### config.mk
export PLATFORM = sky130hd
export DESIGN_NAME = fastGateReset
export DESIGN_NICKNAME = d
export VERILOG_FILES = /design/src/rtl/fgrPkg.sv /design/src/rtl/fgrControl.sv /design/src/rtl/fgrDatapath.sv /design/src/rtl/fastGateReset.sv
export SDC_FILE = /design/constraint.sdc
export NUM_CORES = 1
export LEC_CHECK = 0
export BUFFER_PORTS_ARGS = -buffer_cell sky130_fd_sc_hd__buf_4
export CELL_PAD_IN_SITES_DETAIL_PLACEMENT = 0
export CELL_PAD_IN_SITES_GLOBAL_PLACEMENT = 1
export CORE_UTILIZATION = 41
export CTS_CLUSTER_DIAMETER = 60
export CTS_CLUSTER_SIZE = 24
export DETAILED_ROUTE_END_ITERATION = 10
export PLACE_DENSITY = 0.89
export RECOVER_POWER = 50
export SLEW_MARGIN = 30
export SYNTH_ARGS = -nofsm -noshare
export SYNTH_HDL_FRONTEND = slang
export SYNTH_HIERARCHICAL = 1
export SYNTH_SLANG_ARGS = --single-unit
### constraint.sdc
create_clock -name clk -period 3.13 [get_ports clk]
set_input_delay 0.4695 -clock clk [delete_from_list [all_inputs] [get_ports clk]]
set_output_delay 0.4695 -clock clk [all_outputs]
set_load 0.02 [all_outputs]
### src/rtl/fgrPkg.sv
package fgrPkg;
  typedef struct packed {
    logic loadGate;
    logic setIbf;
    logic startReset;
  } ctlStrobes_t;

  typedef enum logic [1:0] {SEQ_IDLE, SEQ_ARMED, SEQ_DONE, SEQ_BAD} seqState_t;
  typedef enum logic [1:0] {PH_IDLE, PH_WAIT, PH_PULSE} rstPhase_t;
endpackage

### src/rtl/fgrControl.sv
module fgrControl import fgrPkg::*; #(
  parameter logic [7:0] CMD_ARM   = 8'hD1,
  parameter logic [7:0] CMD_CLOSE = 8'hFF,
  parameter logic [7:0] CMD_RESET = 8'hFE
) (
  input  logic        clk,
  input  logic        rstN,
  input  logic        wrStrobe,
  input  logic        cmdSel,
  input  logic [7:0]  wrData,
  output ctlStrobes_t strobes
);
  seqState_t state, nextState;
  logic isArm, isClose, isReset;

  assign isArm   = cmdSel && (wrData == CMD_ARM);
  assign isClose = cmdSel && (wrData == CMD_CLOSE);
  assign isReset = cmdSel && (wrData == CMD_RESET);

  always_comb begin
    nextState = state;
    strobes   = '0;
    if (wrStrobe) begin
      unique case (state)
        SEQ_IDLE: begin
          if (isArm)        nextState = SEQ_ARMED;
          else if (isReset) strobes.startReset = 1'b1;
          else              strobes.setIbf = 1'b1;
        end
        SEQ_ARMED: begin
          if (!cmdSel) begin
            strobes.loadGate = 1'b1;
            nextState = SEQ_DONE;
          end else if (!isArm) begin
            strobes.setIbf = 1'b1;
            nextState = SEQ_BAD;
          end
        end
        SEQ_DONE: begin
          if (!isClose) strobes.setIbf = 1'b1;
          nextState = SEQ_IDLE;
        end
        SEQ_BAD: begin
          strobes.setIbf = 1'b1;
          if (isClose) nextState = SEQ_IDLE;
        end
        default: nextState = SEQ_IDLE;
      endcase
    end
  end

  always_ff @(posedge clk) begin
    if (!rstN) state <= SEQ_IDLE;
    else       state <= nextState;
  end

  // an extra data byte after the gate byte ends the sequence
  p_extra_data_idle_r6: assert property (@(posedge clk) disable iff (!rstN)
    (state == SEQ_DONE && wrStrobe && !cmdSel) |=> (state == SEQ_IDLE));

  // at most one action per write
  p_single_action_r2: assert property (@(posedge clk) disable iff (!rstN)
    $onehot0({strobes.loadGate, strobes.setIbf, strobes.startReset}));
endmodule

### src/rtl/fgrDatapath.sv
module fgrDatapath import fgrPkg::*; #(
  parameter int DELAY_CYC = 1400,
  parameter int WIDTH_CYC = 600
) (
  input  logic        clk,
  input  logic        rstN,
  input  ctlStrobes_t strobes,
  input  logic        dataBit,
  input  logic        gatePolInv,
  input  logic        resetPolInv,
  input  logic        ibfAck,
  output logic        gateOut,
  output logic        cpuResetOut,
  output logic        ibfFlag
);
  localparam int MAX_CYC = (DELAY_CYC > WIDTH_CYC) ? DELAY_CYC : WIDTH_CYC;
  localparam int CNT_W   = $clog2(MAX_CYC + 1);
  localparam logic [CNT_W-1:0] DELAY_LAST = CNT_W'(DELAY_CYC - 1);
  localparam logic [CNT_W-1:0] WIDTH_LAST = CNT_W'(WIDTH_CYC - 1);

  rstPhase_t phase;
  logic [CNT_W-1:0] cnt;
  logic gateState, ibfReg, rstActive;

  always_ff @(posedge clk) begin
    if (!rstN) begin
      gateState <= 1'b0;
      ibfReg    <= 1'b0;
    end else begin
      if (strobes.loadGate) gateState <= dataBit;
      if (strobes.setIbf)   ibfReg <= 1'b1;
      else if (ibfAck)      ibfReg <= 1'b0;
    end
  end

  always_ff @(posedge clk) begin
    if (!rstN) begin
      phase <= PH_IDLE;
      cnt   <= '0;
    end else begin
      unique case (phase)
        PH_IDLE: if (strobes.startReset) begin
          phase <= PH_WAIT;
          cnt   <= '0;
        end
        PH_WAIT: if (cnt == DELAY_LAST) begin
          phase <= PH_PULSE;
          cnt   <= '0;
        end else cnt <= cnt + 1'b1;
        PH_PULSE: if (cnt == WIDTH_LAST) begin
          phase <= PH_IDLE;
          cnt   <= '0;
        end else cnt <= cnt + 1'b1;
        default: phase <= PH_IDLE;
      endcase
    end
  end

  assign rstActive   = (phase == PH_PULSE);
  assign gateOut     = gateState ^ gatePolInv;
  assign cpuResetOut = ~rstActive ^ resetPolInv;
  assign ibfFlag     = ibfReg;

  logic [CNT_W:0] seenLen;
  always_ff @(posedge clk) begin
    if (!rstN || !rstActive) seenLen <= '0;
    else                     seenLen <= seenLen + 1'b1;
  end

  // every pulse lasts exactly WIDTH_CYC cycles
  p_pulse_width_r7: assert property (@(posedge clk) disable iff (!rstN)
    $fell(rstActive) |-> (seenLen == (CNT_W+1)'(WIDTH_CYC)));

  // a reset command while waiting keeps the count running
  p_no_restart_r8: assert property (@(posedge clk) disable iff (!rstN)
    (phase == PH_WAIT && strobes.startReset && cnt != DELAY_LAST)
      |=> (phase == PH_WAIT && cnt == $past(cnt) + 1'b1));

  // acknowledge without a new set clears the flag
  p_ack_clears_r11: assert property (@(posedge clk) disable iff (!rstN)
    (ibfAck && !strobes.setIbf) |=> !ibfFlag);

  // a set request always shows on the flag
  p_set_visible_r10: assert property (@(posedge clk) disable iff (!rstN)
    strobes.setIbf |=> ibfFlag);
endmodule

### src/rtl/fastGateReset.sv
module fastGateReset import fgrPkg::*; #(
  parameter int unsigned CLK_HZ   = 100_000_000,
  parameter int unsigned DELAY_NS = 14_000,
  parameter int unsigned WIDTH_NS = 6_000
) (
  input  logic       clk,
  input  logic       rstN,
  input  logic       wrStrobe,
  input  logic       cmdSel,
  input  logic [7:0] wrData,
  input  logic       gatePolInv,
  input  logic       resetPolInv,
  input  logic       ibfAck,
  output logic       gateOut,
  output logic       cpuResetOut,
  output logic       ibfFlag
);
  localparam longint NS_PER_S  = 64'd1_000_000_000;
  localparam longint DELAY_L   = (longint'(CLK_HZ) * longint'(DELAY_NS) + NS_PER_S - 1) / NS_PER_S;
  localparam longint WIDTH_L   = (longint'(CLK_HZ) * longint'(WIDTH_NS) + NS_PER_S - 1) / NS_PER_S;
  localparam int     DELAY_CYC = (DELAY_L < 1) ? 1 : int'(DELAY_L);
  localparam int     WIDTH_CYC = (WIDTH_L < 1) ? 1 : int'(WIDTH_L);

  ctlStrobes_t strobes;

  fgrControl uCtl (
    .clk(clk), .rstN(rstN), .wrStrobe(wrStrobe), .cmdSel(cmdSel),
    .wrData(wrData), .strobes(strobes)
  );

  fgrDatapath #(.DELAY_CYC(DELAY_CYC), .WIDTH_CYC(WIDTH_CYC)) uDp (
    .clk(clk), .rstN(rstN), .strobes(strobes), .dataBit(wrData[1]),
    .gatePolInv(gatePolInv), .resetPolInv(resetPolInv), .ibfAck(ibfAck),
    .gateOut(gateOut), .cpuResetOut(cpuResetOut), .ibfFlag(ibfFlag)
  );

  // command writes never move the gate
  p_gate_hold_r3: assert property (@(posedge clk) disable iff (!rstN)
    (!(wrStrobe && !cmdSel) ##1 $stable(gatePolInv)) |-> $stable(gateOut));
endmodule

==> results.sh, run 1 <==
export IMPL_p_clk_share_pct=30.1
export IMPL_grt_pass1_vias=869
export IMPL_peakVddDrop_mv=0.299
export IMPL_ys_types=36
export IMPL_drive_above_1_share_pct=18.2
export IMPL_synthCells=118
export IMPL_post_dp_hpwl_um=1620
export IMPL_cts_root_buf="clkbuf_4"
export IMPL_synth_ff_type="dfxtp_1"
export IMPL_holdPathStages=3
export IMPL_slew_headroom_pct=65.5
export IMPL_power_frac_seq_pct=55.1
export IMPL_vias=939
export IMPL_cts_hold_buf=0
export IMPL_dr_wl_met3_um=89
export IMPL_power_density_nw_per_um2=333
export IMPL_io_buffer_count=17
export IMPL_clk_path_buf_depth=2
export IMPL_worstPathCellList="clkbuf_4 -> nand3_1 -> nor4_1 -> nor4b_1 -> nor2b_4 -> or4_4 -> or3_1 -> a211oi_2"
export IMPL_worstReg2RegEnd="uDp/cnt[9]$_SDFFE_PN0P_"
export IMPL_grtUsageTotal_pct=17.8
export IMPL_arrival_ns=2.71
export IMPL_p_leak_nw=0.441
export IMPL_worstHoldStart="wrData[1]"
export IMPL_n_fill_cell=217
export IMPL_ys_seq_area_share_pct=32.5
export IMPL_post_cts_buffers=0
export IMPL_syn_cell_area_sq_um=1050
export IMPL_maxCapViolations=0
export IMPL_grt_max_degree=12
export IMPL_viasPerCell=5.69
export IMPL_cts_max_level=1
export IMPL_ys_async_sr_fraction_pct=0
export IMPL_final_antenna_net_count=0
export IMPL_combPwrFrac_pct=14.9
export IMPL_crit_path_end_kind="register"
export IMPL_synth_edff_count=0
export IMPL_cp_max_fo=9
export IMPL_dr_pass1_iters=5
export IMPL_cts_buffers=3
export IMPL_synthTopCellsByArea="dfxtp_1, ha_1, xnor2_1"
export IMPL_critPathKind="in2reg"
export IMPL_synthTopCellsByCount="dfxtp_1, nor3_1, inv_1, o21ai_0"
export IMPL_syn_num_nets=139
export IMPL_holdPathEnd="uDp/gateState$_SDFFE_PN0P_"
export IMPL_wl_met2_um=1030
export IMPL_outcome="complete, no violations"
export IMPL_cpMaxStageDelayCell="or4_4"
export IMPL_place_congestion=0.820
export IMPL_p_sw_w=0.000107
export IMPL_core_rowCount=17
export IMPL_post_route_min_period_ns=2.48
export IMPL_die_h_um=52.6
export IMPL_grt_pass1_wl_um=3620
export IMPL_ioPinCount=18
export IMPL_setup_violations=0
export IMPL_hold_viol=0
export IMPL_switching_share_pct=26.6
export IMPL_syn_to_final_growth_pct=15.4
export IMPL_cts_tree="built"
export IMPL_internal_power_w=0.000296
export IMPL_hold_ws_ns=0.454
export IMPL_wl_per_cell_um=12.9
export IMPL_ys_warn_count=6
export IMPL_r2r_setup_slack_ns=0.69
export IMPL_core_sq_um=2320
export IMPL_slowest_delay_ns=0.55
export IMPL_cts_clk_slew_worst_paths_ns=0.10
export IMPL_ys_ff_latch=17
export IMPL_placed_cells=161
export IMPL_maxSlewViolCount=0
export IMPL_reg2regPathDepth=6
export IMPL_cts_sinks=17
export IMPL_cp_required_ns=3.35
export IMPL_tns_ns=0
export IMPL_fin_crit_sh_pct=79.3
export IMPL_die_x_um=52.6
export IMPL_fin_util_pct=52.2
export IMPL_die_area_sq_um=2760
export IMPL_postSynthAreaPerCell_sq_um=8.89
export IMPL_antenna_found_initial=0
export IMPL_rsz0062_at_grt="no"
export IMPL_routed_wl_um=2130
export IMPL_startpoint_type="primary input"
export IMPL_fin_cells=165
export IMPL_wl_met1_um=1000
export IMPL_drcViolationCount=0
export IMPL_finalClockSkew_ns=0.00418
export IMPL_synth_top_area_cell="dfxtp_1"
export IMPL_fmax_ghz=0.403
export IMPL_start_util_pct=45.2
export IMPL_nets=159
export IMPL_clk_latency_ns=0.29
export IMPL_timing_rr_start="uCtl/state[1]$_SDFFE_PN0P_"
export IMPL_cts_resized=0
export IMPL_top_layer="met4"
export IMPL_grt_overflow=0
export IMPL_synthDominantCellAreaShare_pct=32.5
export IMPL_drt_iter0_drc=28
export IMPL_diodes=0
export IMPL_synth_most_common_cell="dfxtp_1"
export IMPL_tightestPinTransition_ns=0.511
export IMPL_holdCritPathClass="in2reg"
==> worst max path at each step <==
stage	startpoint	end	slack, ns
final	wrData[7]	uDp/cnt[9]$_SDFFE_PN0P_	0.65
after global routing	wrData[7]	uDp/cnt[9]$_SDFFE_PN0P_	0.50
after CTS	cmdSel	uDp/cnt[9]$_SDFFE_PN0P_	0.67
after detailed placement	cmdSel	uDp/cnt[9]$_SDFFE_PN0P_	0.37
after global placement	wrData[0]	uDp/cnt[9]$_SDFFE_PN0P_	0.42
after floorplan	wrData[0]	uDp/cnt[9]$_SDFFE_PN0P_	0.55
==> power groups by stage <==
stage	clock [W]	combinational [W]	sequential, W
6_report	0.000121	0.0000599	0.000222
4_1_cts	0.000126	0.0000623	0.000222
2_1_floorplan	0	0.0000349	0.000227
3_3_place_gp	0	0.0000609	0.000227
5_1_grt	0.000139	0.0000666	0.000222
3_5_place_dp	0	0.0000619	0.000227
==> layout make-up <==
cell class	count	area (sq um)	area share (%)
flip-flops and latches	17	340	28.1
inverters	8	30.0	2.48
clock buffers	4	26.3	2.17
repair buffers	18	124	10.2
well taps	28	35.0	2.90
multi-input cells	90	654	54.1
==> sequential cells by signal, summed over array words and instances (netlist names) <==
name           cells
uCtl/state         2
uDp/cnt           11
uDp/phase          2
uDp/ibfFlag        1
uDp/gateState      1
==> critical path: cells and delay by family <==
kind / cells / cell delay [ns]
simple gates: 6 / 1.92
compound gates: 1 / 0.21
buf+inv: 1 / 0.11
==> routing by layer <==
metal	track usage [%]	vias to the layer above
met5	0	-
met4	3.95	0
met3	6.09	2
met2	30.4	33
met1	21.2	419
li1	-	485
==> layout by cell type, fill, tap and decap left out, types with 4 or more instances in the layout <==
cell type / n
dfxtp_1: 17
buf_4: 13
nor3_1: 9
inv_1: 8
o21ai_0: 8
xnor2_1: 7
nand2_1: 7
ha_1: 6
clkbuf_4: 5
clkbuf_1: 4
nand3_1: 4
nand4_1: 4
nor4_1: 4
or3_1: 4
mux2i_1: 4
==> cell families after synthesis <==
logic type,after synthesis,synth area share (%)
xor+xnor,8,6.68
fa+ha+maj,6,7.16
compound gates,21,13.6
simple gates,51,31.6
mux,4,3.82
buf+inv,11,4.65
flops,17,32.5
==> metrics by stage <==
step | setup slack (ns) | cell area, sq um | total power [W]
after floorplan | 0.552 | 1050 | 0.000262
after global placement | 0.420 | 1200 | 0.000288
after detailed placement | 0.374 | 1200 | 0.000289
after CTS | 0.673 | 1230 | 0.000410
after global routing | 0.500 | 1210 | 0.000427
final | 0.647 | 1210 | 0.000403
No activity file was read; power rests on OpenSTA's default activity.
==> run 2, diff against run 1 <==
==> constraint.sdc (replaced) <==
create_clock -name clk -period 2.4 [get_ports clk]
set_input_delay 0.36 -clock clk [delete_from_list [all_inputs] [get_ports clk]]
set_output_delay 0.36 -clock clk [all_outputs]
set_load 0.02 [all_outputs]
==> results.sh, run 2 (synthesized netlist as in run 1, its figures left out) <==
export IMPL_outcome="complete, no violations"
export IMPL_cts_clk_slew_worst_paths_ns=0.10
export IMPL_final_antenna_net_count=0
export IMPL_drcViolationCount=0
export IMPL_crit_path_end_kind="register"
export IMPL_antenna_found_initial=0
export IMPL_wl_per_cell_um=13.0
export IMPL_holdCritPathClass="in2reg"
export IMPL_fin_crit_sh_pct=91.8
export IMPL_post_route_min_period_ns=2.20
export IMPL_design_area_sq_um=1270
export IMPL_cts_sinks=17
export IMPL_cts_tree="built"
export IMPL_cp_required_ns=2.63
export IMPL_io_buffer_count=17
export IMPL_place_congestion=0.784
export IMPL_tightestPinTransition_ns=0.570
export IMPL_cts_root_buf="clkbuf_4"
export IMPL_largest_register_ffs=11
export IMPL_grt_pass1_wl_um=3770
export IMPL_routed_wl_um=2240
export IMPL_grt_max_degree=12
export IMPL_core_rowCount=17
export IMPL_viasPerCell=5.57
export IMPL_cp_max_fo=4
export IMPL_place_ws_ns=-0.0993
export IMPL_clk_path_buf_depth=2
export IMPL_clk_latency_ns=0.30
export IMPL_drive_above_1_share_pct=21.4
export IMPL_cts_max_level=1
export IMPL_peakVddDrop_mv=0.309
export IMPL_nets=167
export IMPL_start_util_pct=45.2
export IMPL_fin_util_pct=54.6
export IMPL_maxSlewViolCount=0
export IMPL_critPathKind="in2reg"
export IMPL_fmax_ghz=0.454
export IMPL_setup_violations=0
export IMPL_place_area_sq_um=1270
export IMPL_ioPinCount=18
export IMPL_regMostFlops="uDp/cnt"
export IMPL_p_leak_nw=0.466
export IMPL_reg2regPathDepth=6
export IMPL_startpoint_type="primary input"
export IMPL_reg_top3="uDp/cnt x11, uCtl/state x2, uDp/phase x2"
export IMPL_cts_resized=0
export IMPL_cts_hold_buf=0
export IMPL_final_cell_mix="buf_4, dfxtp_1, nor3_1"
export IMPL_power_density_nw_per_um2=422
export IMPL_die_area_sq_um=2760
export IMPL_cts_buffers=3
export IMPL_diodes=0
export IMPL_vias=963
export IMPL_final_common_cell="buf_4"
export IMPL_core_sq_um=2320
export IMPL_grt_pass1_vias=900
export IMPL_grt_overflow=0
export IMPL_grtUsageTotal_pct=18.5
export IMPL_maxCapViolations=0
export IMPL_post_dp_hpwl_um=1730
export IMPL_holdPathStages=2
export IMPL_post_cts_buffers=0
export IMPL_arrival_ns=2.43
export IMPL_syn_to_final_growth_pct=20.8
export IMPL_drt_iter0_drc=12
export IMPL_hold_viol=0
export IMPL_finalClockSkew_ns=0.00308
export IMPL_rsz0062_at_grt="no"
export IMPL_slew_headroom_pct=62.0
export IMPL_dr_pass1_iters=3
export IMPL_die_x_um=52.6
export IMPL_die_h_um=52.6
export IMPL_layout_setup_ws_ns=0.198
run 2: final cells by class:
cell class	count	area, sq um
Clock buffer	4	26.3
Fill cell	220	1050
Inverter	8	30.0
Multi-Input combinational cell	90	666
Sequential cell	17	340
Tap cell	28	35.0
Timing Repair Buffer	26	169
run 2: worst paths after layout:
| kind | start | to | slack [ns] |
|---|---|---|---|
| hold reg to reg | uDp/phase[0]$_SDFFE_PN0P_ | uDp/phase[0]$_SDFFE_PN0P_ | 0.51 |
| hold / removal | rstN | uDp/ibfFlag$_SDFFE_PN0P_ | 0.35 |
| setup reg to reg | uCtl/state[1]$_SDFFE_PN0P_ | uDp/cnt[9]$_SDFFE_PN0P_ | 0.24 |
| setup / recovery | wrData[1] | uDp/cnt[9]$_SDFFE_PN0P_ | 0.20 |
run 2: worst max-delay path: stages:
cell and delay, ns:
clkbuf_4 0.10, nand4_1 0.12, nor4_1 0.28, nor4b_2 0.36
nor2b_4 0.09, or4_4 0.53, or3_1 0.37, a211oi_2 0.21
run 2: metrics by stage:
step,setup TNS [ns],hold WS (ns),instances,power [W]
2_1_floorplan,0,0.471,118,0.000342
3_3_place_gp,-0.0401,0.486,169,0.000384
3_5_place_dp,-0.264,0.501,169,0.000387
4_1_cts,0,0.333,173,0.000551
5_1_grt,0,0.344,173,0.000566
6_report,0,0.350,173,0.000535
run 2: report_power, final:
| group | total, W | switching [W] | internal, W |
|---|---|---|---|
| clock | 0.000160 | 0.0000951 | 0.0000649 |
| sequential | 0.000289 | 0.00000326 | 0.000286 |
| combinational | 0.0000857 | 0.0000455 | 0.0000402 |
| total | 0.000535 | 0.000144 | 0.000391 |
run 2: layer usage:
layer | part of all wire [%] | track usage [%] | wire [um]
met1 | 47 | 21.4 | 1050
met4 | 0.85 | 5.26 | 19
met2 | 49 | 32.1 | 1100
met5 | 0 | 0 | 0
met3 | 3.6 | 6.09 | 80
==> run 3, diff against run 2 <==
--- a/config.mk
+++ b/config.mk
@@ -8,14 +8,13 @@
 export BUFFER_PORTS_ARGS = -buffer_cell sky130_fd_sc_hd__buf_4
 export CELL_PAD_IN_SITES_DETAIL_PLACEMENT = 0
 export CELL_PAD_IN_SITES_GLOBAL_PLACEMENT = 1
-export CORE_UTILIZATION = 41
+export CORE_UTILIZATION = 45
 export CTS_CLUSTER_DIAMETER = 60
 export CTS_CLUSTER_SIZE = 24
 export DETAILED_ROUTE_END_ITERATION = 10
-export PLACE_DENSITY = 0.89
+export PLACE_DENSITY = 0.94
 export RECOVER_POWER = 50
 export SLEW_MARGIN = 30
 export SYNTH_ARGS = -nofsm -noshare
 export SYNTH_HDL_FRONTEND = slang
-export SYNTH_HIERARCHICAL = 1
 export SYNTH_SLANG_ARGS = --single-unit
==> constraint.sdc (replaced) <==
create_clock -name clk -period 2.8 [get_ports clk]
set_input_delay 0.42 -clock clk [delete_from_list [all_inputs] [get_ports clk]]
set_output_delay 0.42 -clock clk [all_outputs]
set_load 0.02 [all_outputs]
==> results.sh, run 3 <==
export IMPL_outcome="complete, no violations"
export IMPL_synth_compound_area_share_pct=22.7
export IMPL_clk_latency_ns=0.30
export IMPL_place_congestion=0.782
export IMPL_synthCells=139
export IMPL_cts_clk_slew_worst_paths_ns=0.11
export IMPL_ys_types=44
export IMPL_ys_warn_count=0
export IMPL_synthTopCellsByCount="dfxtp_1, nand2_1, nand3_1, inv_1"
export IMPL_slew_headroom_pct=54.4
export IMPL_worstPathCellList="ha_1 -> and3_1 -> nand3_1 -> or3_1 -> or4_1 -> o21ai_1"
export IMPL_cp_required_ns=3.03
export IMPL_startpoint_type="register"
export IMPL_largest_register_ffs=11
export IMPL_tns_ns=0
export IMPL_die_h_um=53.4
export IMPL_dr_wl_met3_um=94
export IMPL_peakVddDrop_mv=0.243
export IMPL_synth_top_family_by_area="simple AND/OR/NAND/NOR gates"
export IMPL_multi_input_area_sq_um=774
export IMPL_grt_pass1_vias=923
export IMPL_die_x_um=53.4
export IMPL_placed_cells=180
export IMPL_grt_max_degree=19
export IMPL_grtUsageTotal_pct=19.2
export IMPL_post_route_min_period_ns=1.96
export IMPL_grt_overflow=0
export IMPL_core_sq_um=2480
export IMPL_grt_pass1_wl_um=3920
export IMPL_drcViolationCount=0
export IMPL_syn_num_nets=159
export IMPL_drt_iter0_drc=15
export IMPL_crit_path_end_kind="register"
export IMPL_finalClockSkew_ns=0.0162
export IMPL_drive_above_1_share_pct=18.2
export IMPL_power_density_nw_per_um2=316
export IMPL_ys_ff_latch=17
export IMPL_final_antenna_net_count=0
export IMPL_cts_root_buf="clkbuf_4"
export IMPL_diodes=0
export IMPL_wl_met2_um=1160
export IMPL_synthTopCellsByArea="dfxtp_1, nand2_1, ha_1"
export IMPL_ys_async_sr_fraction_pct=0
export IMPL_crit_family="simple AND/OR/NAND/NOR gates"
export IMPL_path_buf_inv=0
export IMPL_dr_pass1_iters=5
export IMPL_maxCapViolations=0
export IMPL_ioPinCount=18
export IMPL_vias=1045
export IMPL_synthDominantCellAreaShare_pct=28.6
export IMPL_nets=175
export IMPL_fin_util_pct=53.5
export IMPL_n_fill_cell=249
export IMPL_fin_cells=184
export IMPL_start_util_pct=48.0
export IMPL_cts_resized=0
export IMPL_synth_ff_type="dfxtp_1"
export IMPL_slowest_delay_ns=0.41
export IMPL_synth_top_area_cell="dfxtp_1"
export IMPL_die_area_sq_um=2850
export IMPL_post_cts_buffers=0
export IMPL_cts_buffers=3
export IMPL_syn_to_final_growth_pct=11.6
export IMPL_antenna_found_initial=0
export IMPL_synth_edff_count=0
export IMPL_clk_path_buf_depth=2
export IMPL_io_buffer_count=17
export IMPL_p_leak_nw=0.501
export IMPL_synth_simple_area_share_pct=34.0
export IMPL_post_dp_hpwl_um=1840
export IMPL_ys_seq_area_share_pct=28.6
export IMPL_wl_per_cell_um=13.3
export IMPL_ff_latch_area_sq_um=340
export IMPL_cts_tree="built"
export IMPL_routed_wl_um=2450
export IMPL_cts_sinks=17
export IMPL_reg_top3="uDp.cnt x11, uCtl.state x2, uDp.phase x2"
export IMPL_cts_hold_buf=0
export IMPL_viasPerCell=5.68
export IMPL_tightestPinTransition_ns=0.684
export IMPL_synth_fa_ha_area_share_pct=5.26
export IMPL_hold_viol=0
export IMPL_cpMaxStageDelayCell="or3_1"
export IMPL_fin_crit_sh_pct=70.1
export IMPL_r2r_setup_slack_ns=0.84
export IMPL_arrival_ns=2.19
export IMPL_top_layer="met4"
export IMPL_fmax_ghz=0.510
export IMPL_wl_met1_um=1140
export IMPL_critPathKind="reg2reg"
export IMPL_synth_mux_area_share_pct=1.68
export IMPL_synth_xor_area_share_pct=1.47
export IMPL_postSynthAreaPerCell_sq_um=8.55
export IMPL_maxSlewViolCount=0
export IMPL_rsz0062_at_grt="no"
export IMPL_cts_max_level=1
export IMPL_final_cell_mix="nand2_1, dfxtp_1, buf_4"
export IMPL_syn_cell_area_sq_um=1190
export IMPL_core_rowCount=18
export IMPL_cp_max_fo=5
export IMPL_holdCritPathClass="in2reg"
export IMPL_setup_violations=0
export IMPL_regMostFlops="uDp.cnt"
[run 3: cell count changes in the layout (fill, tap and decap cells not counted), sizes merged, moves of 3 or more]
cell    delta
a21o       +4
or3        -3
xnor2      -6
buf        -5
a211oi     -5
a31oi      +4
nor2       +4
nor3       -9
clkbuf     -5
nand3      +8
nand2     +10
a21boi     +5
[run 3: cells by family (layout without fill, tap and decap cells)]
kind of cell / count (synthesis) / after routing
AO/OA/AOI/OAI: 34 / 34
adder cells (fa/ha/maj): 5 / 5
XOR/XNOR: 2 / 2
flip-flops: 17 / 17
AND/OR/NAND/NOR: 65 / 65
multiplexers: 2 / 2
buffers and inverters: 14 / 29
[run 3: final timing paths]
path	startpoint	end	depth (start not counted)
worst max-delay path	uDp.cnt[0]$_SDFFE_PN0P_	uDp.cnt[10]$_SDFFE_PN0P_	6
worst max register to register	uDp.cnt[0]$_SDFFE_PN0P_	uDp.cnt[10]$_SDFFE_PN0P_	6
worst min-delay path	ibfAck	uDp.ibfFlag$_SDFFE_PN0P_	3
worst min register to register	uDp.cnt[1]$_SDFFE_PN0P_	uDp.cnt[1]$_SDFFE_PN0P_	2
[run 3: per-stage QoR]
stage / power [W] / instance area [sq um] / worst slack (ns) / hold slack, ns
finish: 0.000419 / 1330 / 0.838 / 0.410
global route: 0.000435 / 1330 / 0.674 / 0.420
CTS: 0.000426 / 1340 / 0.842 / 0.403
detailed placement: 0.000293 / 1310 / 0.810 / 0.482
global placement: 0.000291 / 1310 / 0.862 / 0.465
floorplan: 0.000269 / 1190 / 1.07 / 0.458
[run 3: worst register-to-register path, cell delays in order, from the launching register on]
cell and delay (ns):
dfxtp_1 0.40, ha_1 0.22, and3_1 0.20, nand3_1 0.18, or3_1 0.41, or4_1 0.40, o21ai_1 0.08
[run 3: final cells by class]
type,count,area share (%)
multi-input cells,108,58.4
clock buffers,3,1.70
repair buffers,17,8.77
flip-flops and latches,17,25.7
clock inverters,1,0.377
inverters,8,2.26
well taps,30,2.83
[run 3: power breakdown]
group / leakage, nW / internal [W] / switching (W) / total (W)
Clock: 0.0177 / 0.0000533 / 0.0000803 / 0.000134
Combinational: 0.347 / 0.0000217 / 0.0000200 / 0.0000417
Sequential: 0.137 / 0.000243 / 0.000000614 / 0.000243
Total: 0.501 / 0.000318 / 0.000101 / 0.000419
[run 3: per-layer routing]
layer	up-vias	track usage (%)
li1	547	-
met1	470	22.5
met2	23	33.8
met3	5	2.59
met4	0	9.21
met5	-	0
